## src/rtl/wdog_pkg.sv

```systemverilog
package wdog_pkg;
  typedef enum logic {
    SRC_INSTR = 1'b0,
    SRC_OSC   = 1'b1
  } wdt_src_e;
endpackage

```

## src/rtl/wdog_tick_sel.sv

```systemverilog
module wdog_tick_sel
  import wdog_pkg::*;
(
  input  logic     tick_inst,
  input  logic     tick_osc,
  input  wdt_src_e src,
  input  logic     run_in_halt,
  input  logic     halted,
  output logic     tick
);
  always_comb begin
    unique case (src)
      SRC_INSTR: tick = tick_inst & ~halted;
      SRC_OSC:   tick = tick_osc & (~halted | run_in_halt);
      default:   tick = 1'b0;
    endcase
  end
endmodule

```

## src/rtl/wdog_clr_ctrl.sv

```systemverilog
module wdog_clr_ctrl (
  input  logic clk,
  input  logic rst,
  input  logic en,
  input  logic pair_mode,
  input  logic cmd_clr,
  input  logic cmd_clr1,
  input  logic cmd_clr2,
  input  logic cmd_halt,
  output logic clr_done,
  output logic cnt_clear
);
  logic half1_q, half2_q;
  logic have1, have2, pair_done;

  assign have1     = half1_q | cmd_clr1;
  assign have2     = half2_q | cmd_clr2;
  assign pair_done = pair_mode & have1 & have2;
  assign clr_done  = en & (pair_mode ? pair_done : cmd_clr);
  assign cnt_clear = clr_done | (en & cmd_halt);

  always_ff @(posedge clk) begin
    if (rst || cnt_clear || !en || !pair_mode) begin
      half1_q <= 1'b0;
      half2_q <= 1'b0;
    end else begin
      half1_q <= have1;
      half2_q <= have2;
    end
  end
endmodule

```

## src/rtl/wdog_counter.sv

```systemverilog
module wdog_counter #(
  parameter int CNT_W = 16
) (
  input  logic clk,
  input  logic rst,
  input  logic en,
  input  logic clear,
  input  logic tick,
  output logic ovf
);
  localparam logic [CNT_W-1:0] TOP = {CNT_W{1'b1}};
  logic [CNT_W-1:0] cnt_q;

  assign ovf = en & ~clear & tick & (cnt_q == TOP);

  always_ff @(posedge clk) begin
    if (rst || !en || clear)
      cnt_q <= '0;
    else if (tick)
      cnt_q <= cnt_q + 1'b1;
  end
endmodule

```

## src/rtl/wdog_top.sv

```systemverilog
module wdog_top
  import wdog_pkg::*;
#(
  parameter int CNT_W = 16
) (
  input  logic clk,
  input  logic rst,
  input  logic tick_inst,
  input  logic tick_osc,
  input  logic src_osc,
  input  logic run_in_halt,
  input  logic wdt_en,
  input  logic pair_mode,
  input  logic cmd_clr,
  input  logic cmd_clr1,
  input  logic cmd_clr2,
  input  logic cmd_halt,
  input  logic wake,
  output logic full_rst_req,
  output logic warm_rst_req,
  output logic to_flag
);
  logic halted_q;
  logic tick, ovf, clr_done, cnt_clear;
  wdt_src_e src;

  assign src = wdt_src_e'(src_osc);

  wdog_tick_sel u_tick (
    .tick_inst   (tick_inst),
    .tick_osc    (tick_osc),
    .src         (src),
    .run_in_halt (run_in_halt),
    .halted      (halted_q),
    .tick        (tick)
  );

  wdog_clr_ctrl u_clr (
    .clk       (clk),
    .rst       (rst),
    .en        (wdt_en),
    .pair_mode (pair_mode),
    .cmd_clr   (cmd_clr),
    .cmd_clr1  (cmd_clr1),
    .cmd_clr2  (cmd_clr2),
    .cmd_halt  (cmd_halt),
    .clr_done  (clr_done),
    .cnt_clear (cnt_clear)
  );

  wdog_counter #(.CNT_W(CNT_W)) u_cnt (
    .clk   (clk),
    .rst   (rst),
    .en    (wdt_en),
    .clear (cnt_clear),
    .tick  (tick),
    .ovf   (ovf)
  );

  always_ff @(posedge clk) begin
    if (rst)
      halted_q <= 1'b0;
    else if (cmd_halt)
      halted_q <= 1'b1;
    else if (wake || ovf)
      halted_q <= 1'b0;
  end

  always_ff @(posedge clk) begin
    if (rst) begin
      full_rst_req <= 1'b0;
      warm_rst_req <= 1'b0;
      to_flag      <= 1'b0;
    end else begin
      full_rst_req <= ovf & ~halted_q;
      warm_rst_req <= ovf & halted_q;
      if (ovf)
        to_flag <= 1'b1;
      else if (clr_done || (wdt_en && cmd_halt))
        to_flag <= 1'b0;
    end
  end
endmodule

```

## config.mk

```make
export PLATFORM = sky130hd
export DESIGN_NAME = wdog_top
export DESIGN_NICKNAME = d
export VERILOG_FILES = /design/src/rtl/wdog_pkg.sv /design/src/rtl/wdog_tick_sel.sv /design/src/rtl/wdog_clr_ctrl.sv /design/src/rtl/wdog_counter.sv /design/src/rtl/wdog_top.sv
export SDC_FILE = /design/constraint.sdc
export NUM_CORES = 1
export LEC_CHECK = 0
export ABC_AREA = 1
export BUFFER_PORTS_ARGS = -buffer_cell sky130_fd_sc_hd__clkbuf_2
export CELL_PAD_IN_SITES_DETAIL_PLACEMENT = 2
export CELL_PAD_IN_SITES_GLOBAL_PLACEMENT = 2
export CORE_UTILIZATION = 27
export CTS_CLUSTER_SIZE = 8
export DETAILED_ROUTE_END_ITERATION = 16
export PLACE_DENSITY_LB_ADDON = 0.12
export SLEW_MARGIN = 20
export SYNTH_ARGS = -nofsm -noshare
export SYNTH_HDL_FRONTEND = slang
export SYNTH_SLANG_ARGS = --single-unit
```

## constraint.sdc

```tcl
create_clock -name clk -period 1.2 [get_ports clk]
set_clock_uncertainty 0.05 [all_clocks]
set_input_delay 0.18 -clock clk [delete_from_list [all_inputs] [get_ports clk]]
set_output_delay 0.18 -clock clk [all_outputs]
set_load 0.1 [all_outputs]
```

# [Yosys cells after proc, flatten, opt, wreduce, memory -nomap -nowiden]
# Cells that the tools add are included.
[totals] ff_bits=22 input_bits=13 output_inout_bits=3 word_cells=45
[op_classes] n_addsub=1 n_eq_ne=1 bitwise=18 muxes=6 reduce_logical=12
[op_table] cell="adder 16 x 1 -> 16 bit (second input constant)" count=1
[op_table] cell="== test 16 bit (second input constant)" count=1
[op_table] cell="AND 1 bit" count=11
[op_table] cell="logical OR 1 bit" count=7
[op_table] cell="two-way mux 1 bit" count=5
[op_table] cell="OR 1 bit" count=4
[op_table] cell="nonzero test 2 bit" count=2
[op_table] cell="NOT 1 bit" count=3
[op_table] cell="logical NOT 1 bit" count=2
[op_table] cell="case mux 1 bit (2 select lines)" count=1
[op_table] cell="logical AND 1 bit" count=1

# [Depth between registers and ports, before layout]
[logic_depth] word_depth=13 mapped_depth=10 ltp_nobuf=10

# [Hierarchy]
# A second synthesis with hierarchy kept.
[unflattened] cells_unflattened=175 area_unflattened_um2=1131.1
[by_module_without_submodules] module="wdog_counter" n_inst=1 cells_per_inst=126 area_each_um2=832.0
[by_module_without_submodules] module="wdog_top" n_inst=1 cells_per_inst=18 area_each_um2=141.4
[by_module_without_submodules] module="wdog_clr_ctrl" n_inst=1 cells_per_inst=22 area_each_um2=122.6
[by_module_without_submodules] module="wdog_tick_sel" n_inst=1 cells_per_inst=9 area_each_um2=35.0

# [Least setup slack after synthesis]
# Ideal clock, no wire load.
[synth_path] kind="reg-to-reg" start="reg u_cnt.cnt_q[0]" end="reg u_cnt.cnt_q[12]" t_required_ns=1.033 stages_incl_launch_ff=9 setup_slack_ns=-0.147 setup_ns=0.117 period_less_slack_ns=1.347 t_arrival_ns=1.180 cell_sequence="dfxtp_1 ha_1 nand3_1 nor2_1 and2_4 buf_6 nand2_1 o21ai_0 nor2_1"
[synth_between] elab_chain_len=1
[synth_rtl] element="start, declared" line="wdog_counter.sv:12" source="logic [CNT_W-1:0] cnt_q;"
[synth_rtl] element="start signal, assigned" line="wdog_counter.sv:20" source="cnt_q <= cnt_q + 1'b1;"
[synth_rtl] element="adder 16 x 1 -> 16 bit" line="wdog_counter.sv:20"
# No other way between the ends.
# A chain may end at the register's enable or synchronous reset.

# [Worst setup path in the final report]
[layout_path] start="reg u_cnt.cnt_q[0]" end="reg u_cnt.cnt_q[13]"
# Same word-level chain as after synthesis.

==> summary.txt <==
Run status
  – Status: complete, but fails checks
  – Failing checks: negative setup slack

Critical path
  – Worst path depth: 7
  – Worst-case reg-to-reg path depth: 7
  – Critical path type: reg -> reg
  – Most frequent CP cell: nand3_1
  – Req. time, crit path: about 1.4 ns
  – CP Launch Type: flip-flop
  – Crit-path slowest cell: dfxtp_4
  – Max incr delay on CP: 0.38 ns
  – Buf/Inv on CP: 1
  – Worst Path Max Fanout: 3
  – Cell family with most CP delay: simple AND/OR/NAND/NOR gates
  – CP Cell Sequence: nand3_1 -> nor2_2 -> buf_4 -> nand3_1 -> xor2_1 -> nand2_1 -> a21oi_1
  – Crit path DAT: roughly 1.7 ns
  – CP Capture Type: flip-flop

Floorplanning
  – Die area: approximately 0.0043 mm²
  – Num rows: 22
  – Top Ports: 16
  – Die Ht: between 60 and 70 µm
  – Die Wd: ~66 µm
  – Core region area: ~0.0038 mm²
  – Initial Util: 29.1%

Yosys
  – Cell Area, Synth: ~0.0011 mm²
  – Flop and latch count out of synthesis: 22
  – Average size of a mapped cell: 6.72 µm²
  – Cell variety after synth: 23
  – Ys Warns: 0
  – Adder-Cell Fraction of Synth Area: 1.14%
  – Cells after Synth: 163
  – Seq/Total Area, Yosys: 40.2%
  – Largest family of logic cells by synthesized area: simple AND/OR/NAND/NOR gates
  – Post-Synth XOR/XNOR Area: 2.40%
  – Cell taking the most area after synthesis: dfxtp_1
  – Syn_nets: between 150 and 200
  – Synth Area in Compound Gates: under 10%
  – Top cells by area, synth: dfxtp_1 (40%), nand2_1 (13%), nor2_1 (8.9%)
  – Yosys top cell area share: about two fifths
  – Multiplexer share of the synthesized area: 0%
  – Post-Synth Simple-Gate Area: 36.8%

STA
  – Worst-margin pin slew: 0.288 ns
  – Final Hold Fails: 0
  – Minimum clock period: 1.52 ns
  – Slew margin rel.: 80.8%
  – Final setup viols: 22
  – Final WS setup: -0.320 ns
  – Max-slew violations: 0
  – Maximum clock rate: between 600 and 700 MHz
  – Final period utilization: 127%
  – Unrepaired setup endpoints after global routing: yes

Detailed routing
  – Vias per cell: approximately 4.8
  – DRT iter0 DRCs: 36
  – Vias: about 1300
  – DRC Markers: 0
  – DRT antenna net count: 0
  – DRT Pass-1 Iters: 4
  – Final wirelength: 5.24 mm
  – Drt wl/cell: between 15 and 20 µm

Place
  – Pre-CTS setup slack: -0.254 ns
  – Post-DP HPWL: slightly below 3 mm
  – Port bufs: 15
  – RePlAce Congestion: between 0.7 and 0.8
  – DP Cell Count: approximately 250

Final layout
  – Antenna fix cells: 0
  – Commonest non-fill, non-tap cell in the layout: buf_4
  – Finished Core Util: about half
  – Area Overhead vs Synth: 71.1%
  – Layout cells sized above 1: a little under three fifths
  – Commonest non-fill, non-tap cells in the layout: buf_4 (37), nand2_1 (26), inv_1 (21), nor2_1 (17), dfxtp_2 (13)
  – Final #Nets: about 240
  – Post-Layout Cell Count: around 270

Power and ir drop
  – Internal Power: between 0.001 and 0.0015 W
  – Leak: about 0.8 nW
  – Pwr Density: 810 mW/mm²
  – Clock power frac: between 30% and 40%
  – Switching Fraction: a little over a quarter
  – Reg power frac: between 40% and 50%
  – Peak supply drop: between 400 and 500 µV
  – Sw power: between 0.0003 and 0.0004 W
  – Comb pwr share: between 10% and 20%

Clock tree
  – CTS tree: done
  – Num CTS Buffers: 3
  – CTS sink count: 22
  – H-tree depth: 1
  – Root Buffer Master: clkbuf_8
  – # hold bufs at CTS: 0
  – CTS Buffer Depth: 2
  – Clk Latency, worst-skew pair: between 0.2 and 0.3 ns
  – Clk slew on worst S/H paths: around 0.090 ns

Global routing
  – Initial antenna violation count: 0
  – Gr usage total: a little under a quarter
  – Vias in the first global route: roughly 1500
  – Remaining global-route overflow: 0
  – Largest net degree at the start of global routing: 13
  – First-pass GRT wire length: 7.20 mm

Flow run
  – Max Cap Violations: 0

Worst hold path
  – Hold Path Stages: 2
  – Hold Crit Class: in -> reg
-- metal layers --
| metal | vias to the layer above | share of wire [%] | global-route usage, % |
|---|---|---|---|
| li1 | 625 | - | - |
| met4 | 0 | 1.9 | 5.43 |
| met3 | 9 | 1.7 | 4.17 |
| met5 | - | 0 | 0 |
| met1 | 630 | 42 | 25.7 |
| met2 | 13 | 54 | 42.6 |
-- layout make-up --
type | count | area [µm²]
fillers | 412 | 1900
multi-input cells | 113 | 738
flip-flops and latches | 22 | 468
repair buffers | 55 | 449
inverters | 26 | 105
well taps | 48 | 60.1
clock buffers | 4 | 55.1
-- registers in the layout, indices dropped and copies added, names as in the netlist --
| name | count |
|---|---|
| halted_q | 1 |
| u_clr.half1_q | 1 |
| to_flag | 1 |
| warm_rst_req | 1 |
| full_rst_req | 1 |
| u_clr.half2_q | 1 |
| u_cnt.cnt_q | 16 |
-- final timing paths --
path                endpoint       startpoint  slack [ns]
max          u_cnt.cnt_q[13]   u_cnt.cnt_q[0]       -0.32
max reg2reg  u_cnt.cnt_q[13]   u_cnt.cnt_q[0]       -0.32
min reg2reg  u_cnt.cnt_q[14]  u_cnt.cnt_q[14]        0.42
min                 halted_q              rst        0.03
-- cell usage after synthesis, drive strengths merged --
cell type,instances
and2,1
ha,1
o21bai,2
a31oi,2
nor3,2
nand4,4
nand2,41
clkbuf,1
buf,1
o21ai,3
nand3,13
inv,26
a21oi,11
xor2,3
nor2,28
dfxtp,22
or2,2
-- stage by stage --
| step | total power, W | area, µm² | TNS [ns] | hold WS, ns |
|---|---|---|---|---|
| after global routing | 0.00158 | 1880 | -4.74 | 0.0240 |
| after CTS | 0.00147 | 1700 | -1.34 | 0.0140 |
| after detailed placement | 0.000904 | 1520 | -3.22 | 0.309 |
| after global placement | 0.000895 | 1520 | -1.67 | 0.311 |
| final | 0.00152 | 1880 | -2.97 | 0.0345 |
| after floorplan | 0.000818 | 1130 | -0.168 | 0.199 |
-- logic make-up after synthesis --
group | Yosys count
adder cells (fa/ha/maj) | 1
flip-flops | 22
AO/OA/AOI/OAI | 18
AND/OR/NAND/NOR | 91
XOR/XNOR | 3
buffers and inverters | 28
-- worst reg2reg max path: stages, from the launching register on --
cell	delay, ns
dfxtp_4	0.38
nand3_1	0.10
nor2_2	0.21
buf_4	0.16
nand3_1	0.10
xor2_1	0.22
nand2_1	0.08
a21oi_1	0.14
-- power by group through the flow --
stage	logic [W]	clock network, W	registers, W
after floorplan	0.0000621	0	0.000756
after global placement	0.000138	0	0.000757
after detailed placement	0.000147	0	0.000757
after CTS	0.000167	0.000568	0.000735
after global routing	0.000240	0.000602	0.000736
final	0.000222	0.000562	0.000735
-- what timing repair did --
action / 4_1_cts / 5_1_grt
setup buffers: 5 / 4
endpoints found under the setup margin: 22 / 22
pin swaps: 13 / 17
gates resized for setup: 33 / 35
gates cloned: 0 / 1
Power figures use the tool's default switching activity.
